**src/rtl/pdw_pkg.sv**
```systemverilog
package pdw_pkg;

    // Positions of the wake inputs in the synchronized vector
    localparam int unsigned PDW_NUM_IN = 3;
    localparam int unsigned IDX_BUS    = 0;
    localparam int unsigned IDX_STAT   = 1;
    localparam int unsigned IDX_RDY    = 2;

    // Quiet value of each wake input, used as the synchronizer reset value
    localparam logic [PDW_NUM_IN-1:0] PDW_QUIET = 3'b001;

    typedef enum logic [1:0] {
        PS_RECYCLE = 2'd0,   // top of controller, IDLE held high for a fixed time
        PS_RUN     = 2'd1,   // normal operation
        PS_SLEEP   = 2'd2,   // core clock stopped
        PS_QUALIFY = 2'd3    // bus-line wake, deciding activity versus noise
    } pdw_state_e;

    typedef struct packed {
        logic bus_low;
        logic stat_rise;
        logic rdy_high;
    } pdw_wake_t;

    typedef struct packed {
        logic end_evt;   // a status/control transfer finished this cycle
        logic pd_ok;     // it requested power-down and entry is allowed
    } pdw_entry_t;

    // Host-side wake causes need no qualification
    function automatic logic host_wake(pdw_wake_t w);
        return w.stat_rise | w.rdy_high;
    endfunction

    function automatic int unsigned pdw_max(int unsigned a, int unsigned b);
        return (a > b) ? a : b;
    endfunction

endpackage

```
**src/rtl/pdw_sync.sv**
```systemverilog
module pdw_sync #(
    parameter int unsigned     WIDTH   = 3,
    parameter int unsigned     STAGES  = 2,
    parameter logic [WIDTH-1:0] RST_VAL = '0
) (
    input  logic             clk,
    input  logic             rst,
    input  logic [WIDTH-1:0] d,
    output logic [WIDTH-1:0] q
);
    logic [WIDTH-1:0] stage [STAGES];

    for (genvar i = 0; i < STAGES; i++) begin : g_stage
        if (i == 0) begin : g_first
            always_ff @(posedge clk) begin
                if (rst) stage[0] <= RST_VAL;
                else     stage[0] <= d;
            end
        end else begin : g_next
            always_ff @(posedge clk) begin
                if (rst) stage[i] <= RST_VAL;
                else     stage[i] <= stage[i-1];
            end
        end
    end

    assign q = stage[STAGES-1];
endmodule

```
**src/rtl/pdw_wake_detect.sv**
```systemverilog
module pdw_wake_detect
    import pdw_pkg::*;
(
    input  logic                  clk,
    input  logic                  rst,
    input  logic [PDW_NUM_IN-1:0] sync_in,
    output pdw_wake_t             wake
);
    logic stat_q;

    always_ff @(posedge clk) begin
        if (rst) stat_q <= 1'b0;
        else     stat_q <= sync_in[IDX_STAT];
    end

    always_comb begin
        wake.bus_low   = ~sync_in[IDX_BUS];
        wake.stat_rise = sync_in[IDX_STAT] & ~stat_q;
        wake.rdy_high  = sync_in[IDX_RDY];
    end
endmodule

```
**src/rtl/pdw_entry_gate.sv**
```systemverilog
module pdw_entry_gate (
    input  logic                clk,
    input  logic                rst,
    input  logic                ctl_active,
    input  logic                ctl_pd,
    input  logic                rdy_s,
    input  logic                idle_o,
    output pdw_pkg::pdw_entry_t entry,
    output logic                first_pending
);
    logic act_q;
    logic pd_q;
    logic rdy_seen;

    always_comb begin
        entry.end_evt = act_q & ~ctl_active;
        entry.pd_ok   = entry.end_evt & pd_q & ~rdy_seen & ~rdy_s
                        & (~idle_o | first_pending);
    end

    always_ff @(posedge clk) begin
        if (rst) begin
            act_q         <= 1'b0;
            pd_q          <= 1'b0;
            rdy_seen      <= 1'b0;
            first_pending <= 1'b1;
        end else begin
            act_q <= ctl_active;
            if (ctl_active) begin
                pd_q <= ctl_pd;
                if (rdy_s) rdy_seen <= 1'b1;
            end
            if (entry.end_evt) begin
                pd_q          <= 1'b0;
                rdy_seen      <= 1'b0;
                first_pending <= 1'b0;
            end
        end
    end
endmodule

```
**src/rtl/pdw_fsm.sv**
```systemverilog
module pdw_fsm
    import pdw_pkg::*;
#(
    parameter int unsigned VALID_LOW_CYC  = 8,
    parameter int unsigned IDLE_PULSE_CYC = 4
) (
    input  logic       clk,
    input  logic       rst,
    input  pdw_wake_t  wake,
    input  pdw_entry_t entry,
    output logic       core_clk_en,
    output logic       idle_o
);
    localparam int unsigned CNT_W = $clog2(pdw_max(VALID_LOW_CYC, IDLE_PULSE_CYC) + 1);
    localparam logic [CNT_W-1:0] IDLE_LAST = CNT_W'(IDLE_PULSE_CYC - 1);
    localparam logic [CNT_W-1:0] QUAL_LAST = CNT_W'(VALID_LOW_CYC - 2);

    pdw_state_e       state, state_nxt;
    logic [CNT_W-1:0] cnt, cnt_nxt;

    always_comb begin
        state_nxt = state;
        cnt_nxt   = cnt;
        unique case (state)
            PS_RECYCLE: begin
                if (entry.pd_ok) begin
                    state_nxt = PS_SLEEP;
                    cnt_nxt   = '0;
                end else if (cnt == IDLE_LAST) begin
                    state_nxt = PS_RUN;
                    cnt_nxt   = '0;
                end else begin
                    cnt_nxt = cnt + 1'b1;
                end
            end
            PS_RUN: begin
                if (entry.pd_ok) state_nxt = PS_SLEEP;
            end
            PS_SLEEP: begin
                cnt_nxt = '0;
                if (host_wake(wake))   state_nxt = PS_RUN;
                else if (wake.bus_low) state_nxt = PS_QUALIFY;
            end
            PS_QUALIFY: begin
                if (host_wake(wake)) begin
                    state_nxt = PS_RUN;
                    cnt_nxt   = '0;
                end else if (!wake.bus_low) begin
                    state_nxt = PS_RECYCLE;
                    cnt_nxt   = '0;
                end else if (cnt == QUAL_LAST) begin
                    state_nxt = PS_RUN;
                    cnt_nxt   = '0;
                end else begin
                    cnt_nxt = cnt + 1'b1;
                end
            end
            default: begin
                state_nxt = PS_RECYCLE;
                cnt_nxt   = '0;
            end
        endcase
    end

    always_ff @(posedge clk) begin
        if (rst) begin
            state <= PS_RECYCLE;
            cnt   <= '0;
        end else begin
            state <= state_nxt;
            cnt   <= cnt_nxt;
        end
    end

    always_comb begin
        core_clk_en = (state != PS_SLEEP);
        unique case (state)
            PS_RECYCLE, PS_QUALIFY: idle_o = 1'b1;
            PS_RUN:                 idle_o = wake.bus_low;
            default:                idle_o = 1'b0;
        endcase
    end
endmodule

```
**src/rtl/pdw_clk_gate.sv**
```systemverilog
module pdw_clk_gate (
    input  logic clk,
    input  logic rst,
    input  logic en,
    output logic gclk
);
    logic en_lat;

    // Enable captured while clk is low, so the AND output cannot glitch
    always_ff @(negedge clk) begin
        if (rst) en_lat <= 1'b1;
        else     en_lat <= en;
    end

    assign gclk = clk & en_lat;
endmodule

```
**src/rtl/pwrdn_wake_ctrl.sv**
```systemverilog
module pwrdn_wake_ctrl
    import pdw_pkg::*;
#(
    parameter int unsigned SYNC_STAGES    = 2,
    parameter int unsigned VALID_LOW_CYC  = 8,
    parameter int unsigned IDLE_PULSE_CYC = 4
) (
    input  logic clk,
    input  logic rst,
    input  logic bus_rx,
    input  logic stat_strb,
    input  logic rdy_in,
    input  logic ctl_active,
    input  logic ctl_pd,
    output logic core_clk,
    output logic core_clk_en,
    output logic idle_o
);
    logic [PDW_NUM_IN-1:0] raw_in;
    logic [PDW_NUM_IN-1:0] sync_q;
    logic                  rdy_s;
    logic                  first_pending;
    pdw_wake_t             wake;
    pdw_entry_t            entry;

    always_comb begin
        raw_in           = '0;
        raw_in[IDX_BUS]  = bus_rx;
        raw_in[IDX_STAT] = stat_strb;
        raw_in[IDX_RDY]  = rdy_in;
    end

    assign rdy_s = sync_q[IDX_RDY];

    pdw_sync #(
        .WIDTH  (PDW_NUM_IN),
        .STAGES (SYNC_STAGES),
        .RST_VAL(PDW_QUIET)
    ) u_sync (
        .clk(clk), .rst(rst), .d(raw_in), .q(sync_q)
    );

    pdw_wake_detect u_wake (
        .clk(clk), .rst(rst), .sync_in(sync_q), .wake(wake)
    );

    pdw_entry_gate u_entry (
        .clk(clk), .rst(rst), .ctl_active(ctl_active), .ctl_pd(ctl_pd),
        .rdy_s(rdy_s), .idle_o(idle_o), .entry(entry),
        .first_pending(first_pending)
    );

    pdw_fsm #(
        .VALID_LOW_CYC (VALID_LOW_CYC),
        .IDLE_PULSE_CYC(IDLE_PULSE_CYC)
    ) u_fsm (
        .clk(clk), .rst(rst), .wake(wake), .entry(entry),
        .core_clk_en(core_clk_en), .idle_o(idle_o)
    );

    pdw_clk_gate u_gate (
        .clk(clk), .rst(rst), .en(core_clk_en), .gclk(core_clk)
    );
endmodule

```
**config.mk**
```make
export PLATFORM = sky130hd
export DESIGN_NAME = pwrdn_wake_ctrl
export DESIGN_NICKNAME = d
export VERILOG_FILES = /design/src/rtl/pdw_pkg.sv /design/src/rtl/pdw_sync.sv /design/src/rtl/pdw_wake_detect.sv /design/src/rtl/pdw_entry_gate.sv /design/src/rtl/pdw_fsm.sv /design/src/rtl/pdw_clk_gate.sv /design/src/rtl/pwrdn_wake_ctrl.sv
export SDC_FILE = /design/constraint.sdc
export NUM_CORES = 1
export LEC_CHECK = 0
export ABC_AREA = 1
export BUFFER_PORTS_ARGS = -buffer_cell sky130_fd_sc_hd__buf_2
export CAP_MARGIN = 15
export CORE_MARGIN = 5
export CORE_UTILIZATION = 55
export DETAILED_ROUTE_END_ITERATION = 12
export PLACE_DENSITY = 0.87
export SYNTH_ARGS = -nofsm -noshare
export SYNTH_HDL_FRONTEND = slang
export SYNTH_SLANG_ARGS = --single-unit
```
**constraint.sdc**
```tcl
create_clock -name clk -period 1.9 [get_ports clk]
set_clock_uncertainty 0.15 [all_clocks]
set_input_delay 0.095 -clock clk [delete_from_list [all_inputs] [get_ports clk]]
set_output_delay 0.095 -clock clk [all_outputs]
set_load 0.05 [all_outputs]
```
* Word level (Yosys, flattened, before mapping)
Memories as Yosys holds them, arrays and structs flattened. Cells that the tools add are included.
Word-level totals: memories kept 1, logic and storage cells 64, input port bits 7, RAM bits 6, bits in registers 12
Memory list:
- u_sync.stage | words 2, width 3, read ports 2, clocked after memory_dff 0, wr ports 2, line pdw_sync.sv:11 | logic [WIDTH-1:0] stage [STAGES];
Cells by class: bitwise logic cells 17, mux-type cells 21, add/sub/neg operators 1, equality and inequality tests 10, reduce and logical (&&, ||, !) cells 6
Operators by type and width (number):
- 4-bit 2-to-1 mux | 5
- 2-bit 2-to-1 mux | 8
- 4-bit case mux with 3 select lines | 1
- 2-bit case mux with 4 select lines | 1
- 1-bit AND | 7
- 3-bit 2-to-1 mux | 2
- 3-bit by 2-bit != test with 1-bit output (second input constant) | 2
- 1-bit inverter | 6
- 4-bit by 1-bit adder with 4-bit output (second input constant) | 1
- 2-bit equality test (second input constant) | 2
- 4-bit by 2-bit equality test with 1-bit output (second input constant) | 1
- 4-bit by 3-bit equality test with 1-bit output (second input constant) | 1
- 2-bit != test (second input constant) | 2
- 4-bit by 2-bit != test with 1-bit output (second input constant) | 1
- 1-bit bitwise OR | 4
- 4-bit AND reduction | 1
- 2-bit OR reduction | 2
- 1-bit 2-to-1 mux | 3
- 3-bit nonzero test | 1
- 2-bit by 1-bit equality test with 1-bit output (second input constant) | 1
- 2-bit zero test | 1
- 1-bit case mux with 2 select lines | 1
- 2-bit AND reduction | 1

* Logic depth before layout (Yosys ltp)
depth in word-level cells 8, depth in mapped cells 11, mapped depth without buffers 11

* By module
From an unflattened synthesis, not the netlist that was laid out.
Unflattened totals: cells, all modules 135, area total of the unflattened synthesis 922.1 sq um
By module, submodules not included:
- pdw_fsm | area an instance 496.7 sq um, cells each 76, sequential area each 120.1 sq um, instances 1
- pdw_entry_gate | area an instance 171.4 sq um, cells each 27, sequential area each 80.1 sq um, instances 1
- pdw_sync | area an instance 168.9 sq um, cells each 19, sequential area each 120.1 sq um, instances 1
- pdw_clk_gate | area an instance 42.5 sq um, cells each 7, sequential area each 20.0 sq um, instances 1
- pdw_wake_detect | area an instance 42.5 sq um, cells each 6, sequential area each 20.0 sq um, instances 1

==> metrics.log <==
[metrics] status: finished, violations left
[metrics] failing checks: setup timing
[metrics] die area: about 0.0026 mm^2
[metrics] cell area after synthesis: around 940 um^2
[metrics] kind of end point of the critical path: output pin
[metrics] antenna violations before repair: 0
[metrics] number of cells produced by synthesis: between 100 and 150
[metrics] Cell variety after synth: 20
[metrics] final setup violation count: 2
[metrics] drt total wl: about 2.4 mm
[metrics] post-placement worst setup slack: between 40 and 50 ps
[metrics] final std cells w/o fill: 181
[metrics] final RePlAce weighted congestion: a little over 0.8
[metrics] violation count after the first detailed-routing iteration: 47
[metrics] Critical Path Fanout Max: 1
[metrics] Die Ht: roughly 51 um
[metrics] final max-slew violation count: 0
[metrics] boundary pin count: 10
[metrics] ys async rst share: 0%
[metrics] number of buffers and inverters on the critical path: 2
[metrics] maximum number of pins on one net before global-route repair: 11
[metrics] most frequently used flop master after synthesis: dfxtp_1
[metrics] power density normalized to cell area: about 1200 mW/mm^2
[metrics] largest delay contributor family on the critical path: flip-flops
[metrics] synthesized net count: approximately 150
[metrics] end point of the worst hold path: u_sync.stage[1][2]
[metrics] cell-by-cell trace of the critical path: nand2_1 > inv_2 > buf_8
[metrics] FF+latch count, synth: 18
[metrics] initial core utilization: a little under three fifths
[metrics] antenna cell count: 0
[metrics] fraction of final layout cells sized beyond drive strength 1: roughly a quarter
[metrics] Max stage delay cell, worst path: dfxtp_1
[metrics] endpoint of the worst-slack reg-to-reg timing path: u_gate.en_lat
[metrics] crit start category: flip-flop
[metrics] Area contributors post-synth: dfxtp_1 (38%), nand2_1 (13%), ha_1 (9.3%), inv_1 (8.8%), nor2_1 (7.6%)
[metrics] IO Port Bufs: 9
[metrics] static leakage power: 0.6174 nW
[metrics] placement row count: 15
[metrics] first-pass GRT wire length: about 4.2 mm
[metrics] final hold slack: approximately 270 ps
[metrics] Warnings, synthesis: 0
[metrics] total stage count of the critical path: 3
[metrics] # placed instances: between 150 and 200
[metrics] largest area contributor in the netlist: dfxtp_1
[metrics] via count of the first global-routing pass: between 900 and 1000
[metrics] via count: ~980
[metrics] worst setup slack after layout: -308.6 ps
[metrics] hold-critical path depth: 2
[metrics] All-Layer GR Usage: between 20% and 30%
[metrics] Worst R2R Start: u_fsm.state[0]
[metrics] mean routed wirelength per cell: approximately 13 um
[metrics] normalized max-slew margin: about 80%
[metrics] post-detailed-route count of antenna-violating nets: 0
[metrics] core area: between 0.0015 and 0.002 mm^2
[metrics] hold crit path type: flip-flop to flip-flop
[metrics] stage delay of the slowest cell on the critical path: 290 ps
[metrics] hold path startpoint: u_sync.stage[0][2]
[metrics] syn_area_per_cell: just over 7 um^2
[metrics] detailed-router iteration count before antenna repair: 4
[metrics] final-stage net count: 179
[metrics] data arrival at the endpoint of the critical path: around 2000 ps
[metrics] Hold Vio Cnt, Final: 0
[metrics] post-CTS clock slew at the launch and capture registers of the worst setup and hold paths: roughly 100 ps
[metrics] commonest non-fill, non-tap cells in the layout: nand2_1 (33), inv_1 (21), nor2_1 (19), dfxtp_1 (17), dlygate4sd3_1 (12)
[metrics] Worst Reg2Reg Path Length in Cells: 3
[metrics] area fraction of the dominant cell type after synthesis: 38.35%
[metrics] CTS tree: yes
[metrics] share of the yosys chip area belonging to registers: 38.35%
[metrics] number of inserted filler cells in the final layout: between 100 and 150
[metrics] half-perimeter wire length of the detailed placement result: roughly 1.4 mm
[metrics] residual overflow from global routing: 0
[metrics] max-cap violation count: 0
[metrics] most common cell after layout, fill and taps aside: nand2_1
[metrics] vias per std cell: about 5.4
[metrics] final routed DRC violation total: 0
[metrics] worst reg-to-reg setup slack: roughly 50 ps
[metrics] slew of the pin with the lowest slew margin: between 200 and 300 ps
[metrics] EDFF count, synth: 0
[metrics] source-to-sink clock delay at the later pin of the worst-skew pair: around 420 ps
[metrics] die extent in x: between 50 and 60 um
[metrics] accumulated negative setup slack: -308.6 ps
[metrics] CP Class: flip-flop to output pin
[metrics] area growth from synthesis to final layout: 32.49%
[metrics] unrepaired setup endpoints after global routing: true
[metrics] worst-case vdd ir drop: roughly 0.00093 V
[metrics] required time reported for the critical path endpoint: 1650 ps
[metrics] Power Total: approximately 0.0015 W
[registers in the layout, summed over array words and instances, names as in the netlist]
| register | count |
|---|---|
| u_wake.stat_q | 1 |
| u_entry.act_q | 1 |
| u_gate.en_lat | 1 |
| u_fsm.state | 2 |
| u_entry.pd_q | 1 |
| u_fsm.cnt | 4 |
| u_sync.stage | 6 |
| u_entry.first_pending | 1 |
| u_entry.rdy_seen | 1 |
[metal layers]
layer | global-route usage, % | part of all wire, % | up-vias
met2 | 39.06 | 52 | 48
met1 | 23.84 | 40 | 460
met4 | 6.550 | 1.8 | 0
met3 | 8.163 | 6.8 | 8
li1 | - | - | 459
met5 | 0 | 0 | -
[area by class of cell]
cell class | instances | area (um^2) | area share [%]
multi-input cells | 91 | 516.7 | 41.51
clock buffers | 7 | 60.06 | 4.824
flip-flops and latches | 18 | 361.6 | 29.05
clock inverters | 3 | 11.26 | 0.9045
well taps | 17 | 21.27 | 1.709
repair buffers | 24 | 195.2 | 15.68
inverters | 21 | 78.83 | 6.332
[metrics by stage]
stage,util (%),cell area [um^2]
after global placement,61.95,1035
after detailed placement,61.95,1035
after global routing,74.53,1245
after floorplan,-,942.2
after CTS,73.56,1229
final,74.53,1245
[where the power goes]
part           leakage, nW  internal (W)  switching, W
logic                0.419      0.000221      0.000359
registers            0.148      0.000426     0.0000433
clock network       0.0502      0.000221      0.000264
total                0.617      0.000869      0.000667
[Yosys cell counts, types with 2 or more instances]
library cell,n
a21oi_1,3
a21oi_2,4
dfxtp_1,18
ha_1,7
inv_1,22
nand2_1,33
nand2_2,6
nand3_1,5
nor2_1,19
nor2_2,3
o21ai_0,2
or2_2,3
[logic make-up after synthesis]
kind of cell | Yosys count | synth area share, %
flip-flops | 18 | 38.35
AO/OA/AOI/OAI | 9 | 6.391
adder cells (fa/ha/maj) | 7 | 9.320
buffers and inverters | 24 | 9.587
AND/OR/NAND/NOR | 75 | 36.35
[what timing repair did]
action	CTS	global route
setup buffers	0	0
endpoints found under the setup margin	3	3
gates resized for setup	6	4
hold buffers	12	0
gates cloned	0	0
hold endpoints to repair	16	0
[worst reg2reg max path, cell delays in order, from the launching register on]
cell     delay (ps)
dfxtp_2         360
inv_1           100
ha_2            190
nand2_1          50
[how the worst max path moves through the flow]
stage	start	endpoint	slack, ps
final	u_gate.en_lat	core_clk	-310
after global routing	u_gate.en_lat	core_clk	-390
after CTS	u_gate.en_lat	core_clk	-310
after detailed placement	u_fsm.state[0]	u_gate.en_lat	40
after global placement	u_fsm.state[0]	u_gate.en_lat	100
after floorplan	u_fsm.state[0]	u_gate.en_lat	1
(Power assumes the default switching activity.)
